==> config.mk <==
export PLATFORM = sky130hd
export DESIGN_NAME = cpu_wb_biu
export DESIGN_NICKNAME = d
export VERILOG_FILES = /design/src/rtl/cpu_wb_biu.sv
export SDC_FILE = /design/constraint.sdc
export NUM_CORES = 1
export LEC_CHECK = 0
export BUFFER_PORTS_ARGS = -buffer_cell sky130_fd_sc_hd__buf_2
export CAP_MARGIN = 20
export CORE_MARGIN = 1
export CORE_UTILIZATION = 30
export CTS_BUF_LIST = sky130_fd_sc_hd__clkbuf_2 sky130_fd_sc_hd__clkbuf_4 sky130_fd_sc_hd__clkbuf_8
export CTS_CLUSTER_SIZE = 10
export DETAILED_ROUTE_END_ITERATION = 10
export GPL_ROUTABILITY_DRIVEN = 0
export GPL_TIMING_DRIVEN = 0
export MAX_ROUTING_LAYER = met4
export PLACE_DENSITY_LB_ADDON = 0.2
export SLEW_MARGIN = 20
export SYNTH_ARGS = -nofsm -noshare
export SYNTH_HDL_FRONTEND = slang
export SYNTH_SLANG_ARGS = --single-unit
==> constraint.sdc <==
create_clock -name clk -period 4.8 [get_ports clk]
set_clock_uncertainty 0.2 [all_clocks]
set_input_delay 0.48 -clock clk [delete_from_list [all_inputs] [get_ports clk]]
set_output_delay 0.48 -clock clk [all_outputs]
set_load 0.05 [all_outputs]
==> src/rtl/cpu_wb_biu.sv <==
module cpu_wb_biu #(
  parameter int AW        = 32,
  parameter int LEN_W     = 3,
  parameter int RETRY_MAX = 3
) (
  input  logic             clk,
  input  logic             rst_n,
  input  logic             req_valid,
  input  logic [2:0]       req_kind,
  input  logic [AW-1:0]    req_addr,
  input  logic [1:0]       req_size,
  input  logic [31:0]      req_wdata,
  input  logic [2:0]       req_ipl,
  input  logic [LEN_W-1:0] req_len,
  output logic             rsp_done,
  output logic             rsp_berr,
  output logic             rsp_spur,
  output logic             rsp_avec,
  output logic             rsp_rfail,
  output logic             rsp_beat,
  output logic [31:0]      rsp_rdata,
  output logic             wb_cyc_o,
  output logic             wb_stb_o,
  output logic             wb_we_o,
  output logic [AW-3:0]    wb_adr_o,
  output logic [3:0]       wb_sel_o,
  output logic [31:0]      wb_dat_o,
  output logic [2:0]       wb_cti_o,
  output logic [1:0]       wb_bte_o,
  output logic [1:0]       wb_tag_o,
  input  logic             wb_ack_i,
  input  logic             wb_err_i,
  input  logic             wb_rty_i,
  input  logic [31:0]      wb_dat_i
);
  localparam int RW = $clog2(RETRY_MAX + 2);
  localparam logic [2:0] K_FETCH = 3'd0, K_READ = 3'd1, K_WRITE = 3'd2,
                         K_TAS = 3'd3, K_IACK = 3'd4;
  localparam logic [2:0] RES_OK = 3'd0, RES_BERR = 3'd1, RES_SPUR = 3'd2,
                         RES_AVEC = 3'd3, RES_RFAIL = 3'd4;

  typedef enum logic [2:0] {S_IDLE, S_BUS, S_MID, S_GAP, S_DONE} st_t;

  st_t              st;
  logic [2:0]       k_q, res_q, ipl_q;
  logic [AW-3:0]    wa_q;
  logic [1:0]       off_q, sz_q;
  logic [31:0]      wd_q, rd_q;
  logic [LEN_W-1:0] len_q, beat_q;
  logic [RW-1:0]    rcnt_q;
  logic             ph_q, bp_q;

  logic             is_iack, is_tas;
  logic [1:0]       pos;
  logic [3:0]       lane_sel;
  logic [4:0]       sh;
  logic [31:0]      wmask, wsrc, rd_ext;

  assign is_iack = (k_q == K_IACK);
  assign is_tas  = (k_q == K_TAS);

  always_comb begin
    case (sz_q)
      2'd0: begin
        lane_sel = 4'b1000 >> off_q;
        pos      = 2'd3 - off_q;
        wmask    = 32'h0000_00FF;
      end
      2'd1: begin
        lane_sel = 4'b1100 >> off_q;
        pos      = (off_q == 2'd3) ? 2'd0 : 2'd2 - off_q;
        wmask    = 32'h0000_FFFF;
      end
      default: begin
        lane_sel = 4'hF;
        pos      = 2'd0;
        wmask    = 32'hFFFF_FFFF;
      end
    endcase
  end

  assign sh     = {pos, 3'b000};
  assign wsrc   = is_tas ? {24'd0, rd_q[7:0] | 8'h80} : wd_q;
  assign rd_ext = (wb_dat_i >> sh) & wmask;

  assign wb_cyc_o = (st == S_BUS) || (st == S_MID);
  assign wb_stb_o = (st == S_BUS);
  assign wb_we_o  = (st == S_BUS) && ((k_q == K_WRITE) || (is_tas && ph_q));
  assign wb_adr_o = is_iack ? {{(AW-5){1'b1}}, ipl_q} : wa_q;
  assign wb_sel_o = is_iack ? 4'b0001 : lane_sel;
  assign wb_dat_o = (wsrc & wmask) << sh;
  assign wb_cti_o = (len_q == '0) ? 3'b000 : ((beat_q == len_q) ? 3'b111 : 3'b010);
  assign wb_bte_o = 2'b00;
  assign wb_tag_o = is_iack ? 2'd3 : is_tas ? 2'd2 : (k_q == K_FETCH) ? 2'd1 : 2'd0;

  assign rsp_done  = (st == S_DONE) && (res_q == RES_OK);
  assign rsp_berr  = (st == S_DONE) && (res_q == RES_BERR);
  assign rsp_spur  = (st == S_DONE) && (res_q == RES_SPUR);
  assign rsp_avec  = (st == S_DONE) && (res_q == RES_AVEC);
  assign rsp_rfail = (st == S_DONE) && (res_q == RES_RFAIL);
  assign rsp_beat  = bp_q;
  assign rsp_rdata = rd_q;

  always_ff @(posedge clk) begin
    if (!rst_n) begin
      st     <= S_IDLE;
      k_q    <= K_READ;
      res_q  <= RES_OK;
      ipl_q  <= '0;
      wa_q   <= '0;
      off_q  <= '0;
      sz_q   <= '0;
      wd_q   <= '0;
      rd_q   <= '0;
      len_q  <= '0;
      beat_q <= '0;
      rcnt_q <= '0;
      ph_q   <= 1'b0;
      bp_q   <= 1'b0;
    end else begin
      bp_q <= 1'b0;
      case (st)
        S_IDLE: if (req_valid) begin
          k_q    <= req_kind;
          wa_q   <= req_addr[AW-1:2];
          sz_q   <= (req_kind == K_TAS) ? 2'd0 : req_size;
          off_q  <= (req_size == 2'd2 && req_kind != K_TAS) ? 2'd0 : req_addr[1:0];
          wd_q   <= req_wdata;
          ipl_q  <= req_ipl;
          len_q  <= ((req_kind == K_FETCH || req_kind == K_READ) && req_size == 2'd2)
                    ? req_len : '0;
          beat_q <= '0;
          rcnt_q <= '0;
          ph_q   <= 1'b0;
          res_q  <= RES_OK;
          st     <= S_BUS;
        end
        S_BUS: begin
          if (wb_err_i) begin
            res_q <= is_iack ? RES_SPUR : RES_BERR;
            st    <= S_DONE;
          end else if (wb_rty_i) begin
            if (is_iack) begin
              res_q <= RES_AVEC;
              st    <= S_DONE;
            end else if (rcnt_q == RW'(RETRY_MAX)) begin
              res_q <= RES_RFAIL;
              st    <= S_DONE;
            end else begin
              rcnt_q <= rcnt_q + 1'b1;
              st     <= (is_tas && ph_q) ? S_MID : S_GAP;
            end
          end else if (wb_ack_i) begin
            rcnt_q <= '0;
            if (is_iack) begin
              rd_q <= {24'd0, wb_dat_i[7:0]};
              st   <= S_DONE;
            end else if (is_tas && !ph_q) begin
              rd_q <= rd_ext;
              ph_q <= 1'b1;
              st   <= S_MID;
            end else if (is_tas) begin
              st <= S_DONE;
            end else if (beat_q != len_q) begin
              rd_q   <= rd_ext;
              bp_q   <= 1'b1;
              beat_q <= beat_q + 1'b1;
              wa_q   <= wa_q + 1'b1;
            end else begin
              rd_q <= rd_ext;
              st   <= S_DONE;
            end
          end
        end
        S_MID:   st <= S_BUS;
        S_GAP:   st <= S_BUS;
        default: st <= S_IDLE;
      endcase
    end
  end

  assert_mem_err_R5: assert property (@(posedge clk) disable iff (!rst_n)
    (wb_stb_o && wb_err_i && wb_tag_o != 2'd3) |=> (rsp_berr && !wb_cyc_o));

  assert_retry_gap_R6: assert property (@(posedge clk) disable iff (!rst_n)
    (wb_stb_o && wb_rty_i && !wb_err_i && wb_tag_o != 2'd3) |=> !wb_stb_o);

  assert_rmw_hold_R7: assert property (@(posedge clk) disable iff (!rst_n)
    (wb_stb_o && !wb_we_o && wb_tag_o == 2'd2 && wb_ack_i && !wb_err_i && !wb_rty_i)
    |=> (wb_cyc_o && !wb_stb_o));

  assert_iack_err_R9: assert property (@(posedge clk) disable iff (!rst_n)
    (wb_stb_o && wb_err_i && wb_tag_o == 2'd3) |=> rsp_spur);

  assert_iack_rty_R10: assert property (@(posedge clk) disable iff (!rst_n)
    (wb_stb_o && wb_rty_i && !wb_err_i && wb_tag_o == 2'd3) |=> (rsp_avec && !wb_stb_o));

  assert_one_rsp_R12: assert property (@(posedge clk) disable iff (!rst_n)
    $countones({rsp_done, rsp_berr, rsp_spur, rsp_avec, rsp_rfail}) <= 1);
endmodule

Yosys cells after proc, flatten, opt, wreduce, memory -nomap -nowiden

Index checks and enable logic that the tools add are counted.

Register bits: 121
Input port bits: 113
Output and inout port bits: 114
Logic and storage cells: 165

$add $sub $neg: 5
Eq/ne operators: 37
Shift operators: 4
Multiplexer cells: 68
Bitwise gates (word level): 7
Reduce and logical (&&, ||, !) cells: 30

Operators by type and width:

| cell                    | count |
|---|---|
| $mux W30                | 9 |
| $mux W32                | 4 |
| $mux W3                 | 30 |
| $and A32 B32 Y32        | 2 |
| $pmux W32 S2            | 1 |
| $pmux W30 S2            | 1 |
| $shl A32 B5 Y32         | 1 |
| $shr A32 B5 Y32         | 1 |
| $add A30 B1 Y30 const B | 1 |
| $eq A3 B2 Y1 const B    | 8 |
| $pmux W3 S2             | 3 |
| $logic_not A3 Y1        | 5 |
| $mux W2                 | 6 |
| $ne A2 B2 Y1 const B    | 6 |
| $logic_and A1 B1 Y1     | 10 |
| $eq A3 B1 Y1 const B    | 3 |
| $eq A3 B3 Y1 const B    | 3 |
| $mux W1                 | 9 |
| $pmux W3 S3             | 1 |
| $reduce_and A9 Y1       | 1 |
| $ne A4 B1 Y1 const B    | 2 |
| $pmux W4 S2             | 1 |
| $reduce_or A8 Y1        | 1 |
| $shr A4 B2 Y4 const A   | 2 |
| 26 further kinds        | 40 |

Longest topological paths before layout

Gate-level depths: netlist of run 1.

Depth after elaboration: 9
Gate-level depth with buffers: 10
Mapped depth without buffers: 6

Least setup slack after synthesis of run 1

Ideal clock, no wire load.

Kind: register -> output
Start: register st[2]
End: output port wb_we_o
Arrival time: 2.968 ns
Data required time: 4.120 ns
Slack: 1.152 ns
Cell stages (with the launch flop): 7
Path through: dfxtp_1 > buf_6 > or3b_1 > buf_6 > clkbuf_1 > clkbuf_1 > nor4b_1

Cells in the longest elaborated chain, start to end: 2

RTL lines:

| what                     | RTL line | text |
|---|---|---|
| start: declaration       | 44       | `st_t st;` |
| start signal: assignment | 151      | `st <= (is_tas && ph_q) ? S_MID : S_GAP;` |
| $eq A3 B1 Y1             | 88       | `assign wb_we_o = (st == S_BUS) && ((k_q == K_WRITE) \|\| (is_tas && ph_q));` |
| $logic_and A1 B1 Y1      | 88       |  |
| end: declaration         | 24       | `output logic wb_we_o,` |

Every way passes these cells.

Final worst setup path of run 1

Start: register sz_q[1]
End: output port wb_dat_o[24]

Cells in the longest elaborated chain, start to end: 4
Elaborated cells on any way between the ends: 6
Those cells by class: 1 x eq/ne; 1 x shift; 2 x mux; 1 x bitwise; 1 x reduce/logical

RTL lines:

| what                                                    | RTL line | text |
|---|---|---|
| start: declaration                                      | 47       | `logic [1:0] off_q, sz_q;` |
| start signal: assignment                                | 126      | `sz_q <= (req_kind == K_TAS) ? 2'd0 : req_size;` |
| $eq A2 B1 Y1 / $logic_not A2 Y1 (equally long branches) | 63       | `case (sz_q)` |
| $pmux W32 S2                                            | 63       |  |
| $and A32 B32 Y32                                        | 91       | `assign wb_dat_o = (wsrc & wmask) << sh;` |
| $shl A32 B5 Y32 (*)                                     | 91       |  |
| end: declaration                                        | 27       | `output logic [31:0] wb_dat_o,` |

Mark *: on every way between the ends. The rest lies on a longest branch, timed or not.

==> summary.txt, run 1 <==
Status
  • Status: finished, final reports clean

STA
  • Max-slew headroom: 0.4399
  • Min cycle time layout: roughly 3.8 ns
  • Hold WS: 0.04205 ns
  • Final Max Slew Viols: 0
  • Setup tns final: 0 ns
  • Slew @ Worst Pin: between 0.8 and 0.9 ns
  • RSZ-0062 raised after global routing: no
  • Tcrit/Tclk final: 0.7875
  • Final hold violations: 0
  • Setup violations, final: 0
  • Fmax: 264.6 MHz

CTS
  • CTS Hold Bufs: 0
  • PostCTS Resize Cnt: 0
  • CTS tree: yes
  • Post-CTS setup buffer count: 0
  • Clock latency on the worst-skew pair: 0.46 ns
  • Root buffer selected by CTS: clkbuf_8
  • Clock buffer depth: 2
  • Clk sinks: 121
  • Clock slew at reported path FFs: approximately 0.090 ns
  • CTS buffer count: 17
  • H-tree Lvls: 4

Floorplan
  • Die Wd: 150.8 um
  • IO Count: 227
  • Die ar.: 22750 um2
  • Std-Cell Rows: 54
  • Core ar.: roughly 22000 um2
  • Die height: between 150 and 200 um
  • Initial Util: 0.3054

Pwr
  • Worst vdd ir: 0.1804 mV
  • Power Total: 3.125 mW
  • Power per cell area: 363.9 nW/um2
  • Pleak: 3.819 nW

Cells and area
  • Synth-to-layout area growth: 29.22%
  • Fraction of layout cells with a size suffix above 1: 0.2619
  • Final core occ: 0.3947
  • Multi-input gate area: between 3000 and 4000 um2
  • Storage cell area: 2422 um2
  • Post-layout nets: 1241
  • Fillers: 2378
  • Final cell count without fillers: about 1400

Logic synthesis
  • Top_reg_cell synth: dfxtp_1
  • Synthesis-stage register bit count: 121
  • Post-synth cell types: 70
  • Post-synthesis async set-or-reset flop share: 0
  • Most frequent cell after synthesis: nand2_1
  • Seq/Total Area, Yosys: 0.3645
  • Avg Cell Area, Syn: 7.568 um2
  • Yosys Warn Count: 0
  • Number of flops mapped to enable cells by yosys: 0
  • Ranking of synthesized cells by area: dfxtp_1, nand2_1, a21oi_1, nor2_1, nand3_1
  • Commonest cells in the netlist: nand2_1, dfxtp_1, a21oi_1
  • Post-synth top area cell: dfxtp_1
  • Syn Inst Count: 878
  • Synthesized cell area: 6645 um2
  • Synth top area share: 0.3645

Global route
  • Largest net degree at the start of global routing: 17
  • First-pass GRT wire length: 39120 um
  • Vias in the first global route: 7038
  • Global Route Usage Sum: 0.2352
  • Initial antenna violation count: 4
  • Gr ovfl total: 0

Setup path
  • Critical Path RT: roughly 4 ns
  • FF-to-FF path depth: 6
  • Setup Crit Path Kind: reg2out
  • Endpoint class of the critical path: primary output
  • Critical Path Source Type: flop
  • Critical Path AT: about 3.1 ns
  • Crit Path Max Fanout: 10

Drt
  • WL/cell: 18.23 um
  • Via total after detailed routing: 7549
  • Antenna Violating Nets Remaining: 0
  • Post-route DRC: 0
  • DR iter-0 viols: 479
  • DR pass1 iterations: 7
  • Total wire length: about 26000 um
  • Vias per std cell: 5.316

Worst hold path
  • Hold Crit Class: in2reg
  • Hold Path Stages: 3

Place
  • Cell count after placement: 1382
  • Port buffer count: approximately 220
  • Dpl hpwl: 19470 um

Run
  • Max_cap viols: 0
-- logic make-up (layout without fill, tap and decap cells) --
family,Yosys count,in the layout,share of synthesized area
AND/OR/NAND/NOR,388,388,0.2845
AO/OA/AOI/OAI,265,265,0.2621
flip-flops,121,121,0.3645
buffers and inverters,83,338,0.05630
multiplexers,9,9,0.01356
adder cells (fa/ha/maj),7,7,0.01318
XOR/XNOR,4,4,0.005272
other,1,8,0.0005643
-- sequential cells by signal, indices dropped and copies added (netlist names), 2 cells and up --
| signal | count |
|---|---|
| wd_q | 32 |
| res_q | 3 |
| rcnt_q | 3 |
| len_q | 3 |
| off_q | 2 |
| wa_q | 30 |
| rsp_rdata | 32 |
| st | 3 |
| ipl_q | 3 |
| k_q | 3 |
| sz_q | 2 |
| beat_q | 3 |
-- final cells by class --
cell class,count,area share
Clock buffer,17,0.02725
Sequential cell,121,0.2821
Clock inverter,15,0.02492
Tap cell,280,0.04080
Timing Repair Buffer,223,0.1300
Inverter,9,0.004517
Buffer,74,0.03905
Antenna cell,6,0.001749
Multi-Input combinational cell,675,0.4497
-- power breakdown --
group,switching (mW),total (mW),leakage [nW],internal (mW)
Sequential,0.0648,1.13,0.988,1.07
Clock,0.489,1.07,0.224,0.579
Combinational,0.664,0.924,2.61,0.260
-- layer usage --
| metal | vias up | part of all wire | GRT usage |
|---|---|---|---|
| met5 | - | 0 | - |
| li1 | 3675 | - | - |
| met2 | 353 | 0.46 | 0.3732 |
| met1 | 3492 | 0.43 | 0.2936 |
| met4 | 0 | 0.015 | 0.07100 |
| met3 | 29 | 0.087 | 0.05843 |
-- through the flow --
stage          instance area [um2]  setup WS (ns)
3_5_place_dp                  8124          1.579
3_3_place_gp                  8115          1.535
2_1_floorplan                 6649          1.152
5_1_grt                       8582         0.8923
4_1_cts                       8572          1.060
6_report                      8587          1.020
-- worst paths after layout --
check,start,endpoint,slack (ns)
setup / recovery,sz_q[1]$_SDFFE_PN0P_,wb_dat_o[24],1.02
hold / removal,req_wdata[13],wd_q[13]$_SDFFE_PN0P_,0.04
setup reg to reg,wa_q[0]$_SDFFE_PN0P_,wa_q[20]$_SDFFE_PN0P_,2.02
hold reg to reg,ipl_q[0]$_SDFFE_PN0P_,ipl_q[0]$_SDFFE_PN0P_,0.26
-- cells in the final DEF (no fill, tap or decap), types with 7 or more instances in the layout --
| cell type | count |
|---|---|
| a21oi_1 | 103 |
| a22o_1 | 18 |
| a22oi_1 | 19 |
| a32oi_1 | 11 |
| and2_1 | 7 |
| and3_1 | 8 |
| buf_2 | 235 |
| clkbuf_1 | 52 |
| clkbuf_8 | 17 |
| dfxtp_1 | 121 |
| ha_1 | 7 |
| inv_1 | 7 |
| mux2i_1 | 9 |
| nand2_1 | 148 |
| nand2b_1 | 32 |
| nand3_1 | 43 |
| nand4_1 | 17 |
| nor2_1 | 82 |
| nor3_1 | 13 |
| o211ai_1 | 14 |
| o21ai_0 | 33 |
| o221a_2 | 7 |
| o221ai_1 | 8 |
| o31ai_1 | 9 |
-- critical path, stage by stage (launching register included) --
cell and delay, ns:
dfxtp_1 0.31, clkbuf_1 0.30, nor2_1 0.17, nor2_1 0.57, clkbuf_1 0.45, a21oi_1 0.14, nor3_1 0.36, buf_2 0.34
No activity file was read; power rests on OpenSTA's default activity.
==> run 2, diff against run 1 <==
--- a/config.mk
+++ b/config.mk
@@ -5,6 +5,7 @@
 export SDC_FILE = /design/constraint.sdc
 export NUM_CORES = 1
 export LEC_CHECK = 0
+export ABC_AREA = 1
 export BUFFER_PORTS_ARGS = -buffer_cell sky130_fd_sc_hd__buf_2
 export CAP_MARGIN = 20
 export CORE_MARGIN = 1
==> constraint.sdc (replaced) <==
create_clock -name clk -period 3.69 [get_ports clk]
set_clock_uncertainty 0.2 [all_clocks]
set_input_delay 0.369 -clock clk [delete_from_list [all_inputs] [get_ports clk]]
set_output_delay 0.369 -clock clk [all_outputs]
set_load 0.05 [all_outputs]
==> run 2 against run 1 <==
  * Die area is 7.2% higher
  * Critical path type unchanged
  * Sequential share of layout area down 2.8 points
  * Utilization increased by 1.3 points
  * Clock power rose by 18%
  * Design area grew 11%
==> summary.txt, run 2 <==
STA
  • Setup violations, final: 0
  • Final hold violations: 0
  • Fmax: 319.8 MHz
  • Max-slew headroom: 0.5245
  • Setup tns final: 0 ns
  • Final Max Slew Viols: 0
  • Min cycle time layout: ~3.1 ns
  • Tcrit/Tclk final: 0.8475
  • RSZ-0062 raised after global routing: no
  • Slew @ Worst Pin: between 0.7 and 0.8 ns

Floorplan
  • Die ar.: 24400 um2
  • IO Count: around 230
  • Initial Util: 0.3048
  • Std-Cell Rows: 56
  • Die height: about 160 um
  • Die Wd: 156.2 um
  • Core ar.: 23400 um2

Place
  • Dpl hpwl: 22160 um
  • Cell count after placement: 1691
  • Port buffer count: 224

Logic synthesis
  • Post-synth cell types: 42
  • Yosys Warn Count: 0
  • Avg Cell Area, Syn: between 6 and 7 um2
  • Commonest cells in the netlist: nand2_1, dfxtp_1, a21oi_1
  • Post-synth top area cell: dfxtp_1
  • Syn Inst Count: 1147
  • Seq/Total Area, Yosys: 0.3396
  • Number of flops mapped to enable cells by yosys: 0
  • Post-synthesis async set-or-reset flop share: 0
  • Top_reg_cell synth: dfxtp_1
  • Synth top area share: 0.3396
  • Ranking of synthesized cells by area: dfxtp_1, nand2_1, a21oi_1, o21ai_0, nor2_1
  • Synthesized cell area: 7133 um2
  • Synthesis-stage register bit count: 121
  • Most frequent cell after synthesis: nand2_1

Cells and area
  • Fraction of layout cells with a size suffix above 1: 0.2288
  • Most common cell after layout, fill and taps aside: nand2_1
  • Final cell count without fillers: 1773
  • Highest-count cells in the layout ignoring fill and taps: nand2_1, buf_2, dfxtp_1
  • Synth-to-layout area growth: 33.64%
  • Fillers: 2675
  • Storage cell area: around 2400 um2
  • Post-layout nets: 1558
  • Multi-input gate area: around 4000 um2
  • Final core occ: 0.4073

Run
  • Max_cap viols: 0

Worst hold path
  • Hold Path Stages: 3
  • Hold Crit Class: in2reg
  • Min-Delay Endpoint: wd_q[13]$_SDFFE_PN0P_
  • HP Start: req_wdata[13]

CTS
  • Clock latency on the worst-skew pair: about 0.47 ns
  • Clock slew at reported path FFs: 0.08 ns
  • CTS buffer count: 17
  • H-tree Lvls: 4
  • Root buffer selected by CTS: clkbuf_8
  • PostCTS Resize Cnt: 0
  • Post-CTS setup buffer count: 0
  • Clock buffer depth: 2
  • Clk sinks: 121
  • CTS tree: yes
  • CTS Hold Bufs: 47

Drt
  • DR iter-0 viols: 491
  • Via total after detailed routing: 8617
  • Vias per std cell: 4.860
  • Post-route DRC: 0
  • WL/cell: 16.15 um
  • DR pass1 iterations: 5
  • Antenna Violating Nets Remaining: 0
  • Total wire length: approximately 29000 um

Global route
  • Largest net degree at the start of global routing: 17
  • Gr ovfl total: 0
  • Initial antenna violation count: 3
  • First-pass GRT wire length: 43290 um
  • Vias in the first global route: 8010
  • Global Route Usage Sum: 0.2419

Setup path
  • FF-to-FF setup slack: 1.44 ns
  • Setup Crit Path Kind: reg2out
  • RR Endpoint: res_q[1]$_SDFFE_PN0P_
  • Crit Path Max Fanout: 10
  • Critical Path AT: between 2 and 3 ns
  • Endpoint class of the critical path: primary output
  • Reg2Reg Launch Point: k_q[0]$_SDFFE_PN1P_
  • Critical Path RT: 3.12 ns
  • Critical Path Source Type: flop
  • FF-to-FF path depth: 7

Pwr
  • Pleak: 4.381 nW
  • Power per cell area: 444.2 nW/um2
  • Worst vdd ir: 0.2180 mV

Status
  • Status: finished, final reports clean
run 2: cell count changes in the layout (fill, tap and decap cells not counted), sizes merged, moves of 19 or more:
cell	previous run	this run
nand2	149	347
inv	14	110
o21ai	34	104
dlygate4sd3	0	47
nor2	82	122
nand2b	32	0
nand3	43	68
clkbuf	70	48
a22oi	19	0
run 2: worst max-delay path by stage:
stage	startpoint	to	slack (ns)	depth (start not counted)
floorplan	k_q[1]$_SDFFE_PN0P_	wb_dat_o[23]	0.37	5
global placement	k_q[0]$_SDFFE_PN1P_	wb_dat_o[23]	1.08	6
detailed placement	k_q[0]$_SDFFE_PN1P_	wb_dat_o[24]	1.10	7
CTS	k_q[0]$_SDFFE_PN1P_	wb_dat_o[24]	0.58	7
global route	k_q[0]$_SDFFE_PN1P_	wb_dat_o[24]	0.36	8
finish	k_q[0]$_SDFFE_PN1P_	wb_dat_o[23]	0.56	6
run 2: final cells by class:
type	count	area share
inverter	108	0.04253
clock inverter	13	0.01496
tap	319	0.04187
multi-input combinational	859	0.4222
clock buffer	19	0.02678
buffer	60	0.02979
sequential	121	0.2541
timing repair buffer	271	0.1670
antenna	3	0.0007875
run 2: worst max-delay path: stages, from the launching register on:
cell	delay, ns
dfxtp_1	0.39
nand3_1	0.22
inv_1	0.13
clkbuf_1	0.36
nor2_1	0.15
o311ai_0	0.47
buf_2	0.36
run 2: per-layer routing:
metal  track usage  wire length, um
met4       0.07376              602
met5             -                0
met3       0.04667             2141
met1        0.2962            12390
met2        0.3999            13500
run 2: kinds of logic after synthesis:
| logic type | Yosys count | synth area share |
|---|---|---|
| XOR/XNOR | 4 | 0.004912 |
| AO/OA/AOI/OAI | 261 | 0.1973 |
| other | 1 | 0.0005257 |
| flip-flops | 121 | 0.3396 |
| AND/OR/NAND/NOR | 585 | 0.3487 |
| buffers and inverters | 168 | 0.09665 |
| adder cells (fa/ha/maj) | 7 | 0.01228 |
run 2: through the flow:
| step | total power [mW] | hold slack, ns | setup slack (ns) | cell area [um2] |
|---|---|---|---|---|
| after global placement | 2.943 | 0.2367 | 1.077 | 8657 |
| after floorplan | 2.518 | 0.2245 | 0.3664 | 7137 |
| final | 4.234 | 0.008610 | 0.5629 | 9533 |
| after CTS | 4.245 | 0.001633 | 0.5795 | 9525 |
| after global routing | 4.443 | 0.03760 | 0.3566 | 9533 |
| after detailed placement | 2.952 | 0.2403 | 1.104 | 8657 |
run 2: power breakdown:
group | switching, mW | leakage (nW) | internal, mW
Sequential | 0.0861 | 0.989 | 1.40
Combinational | 1.07 | 3.19 | 0.414
Clock | 0.633 | 0.201 | 0.632
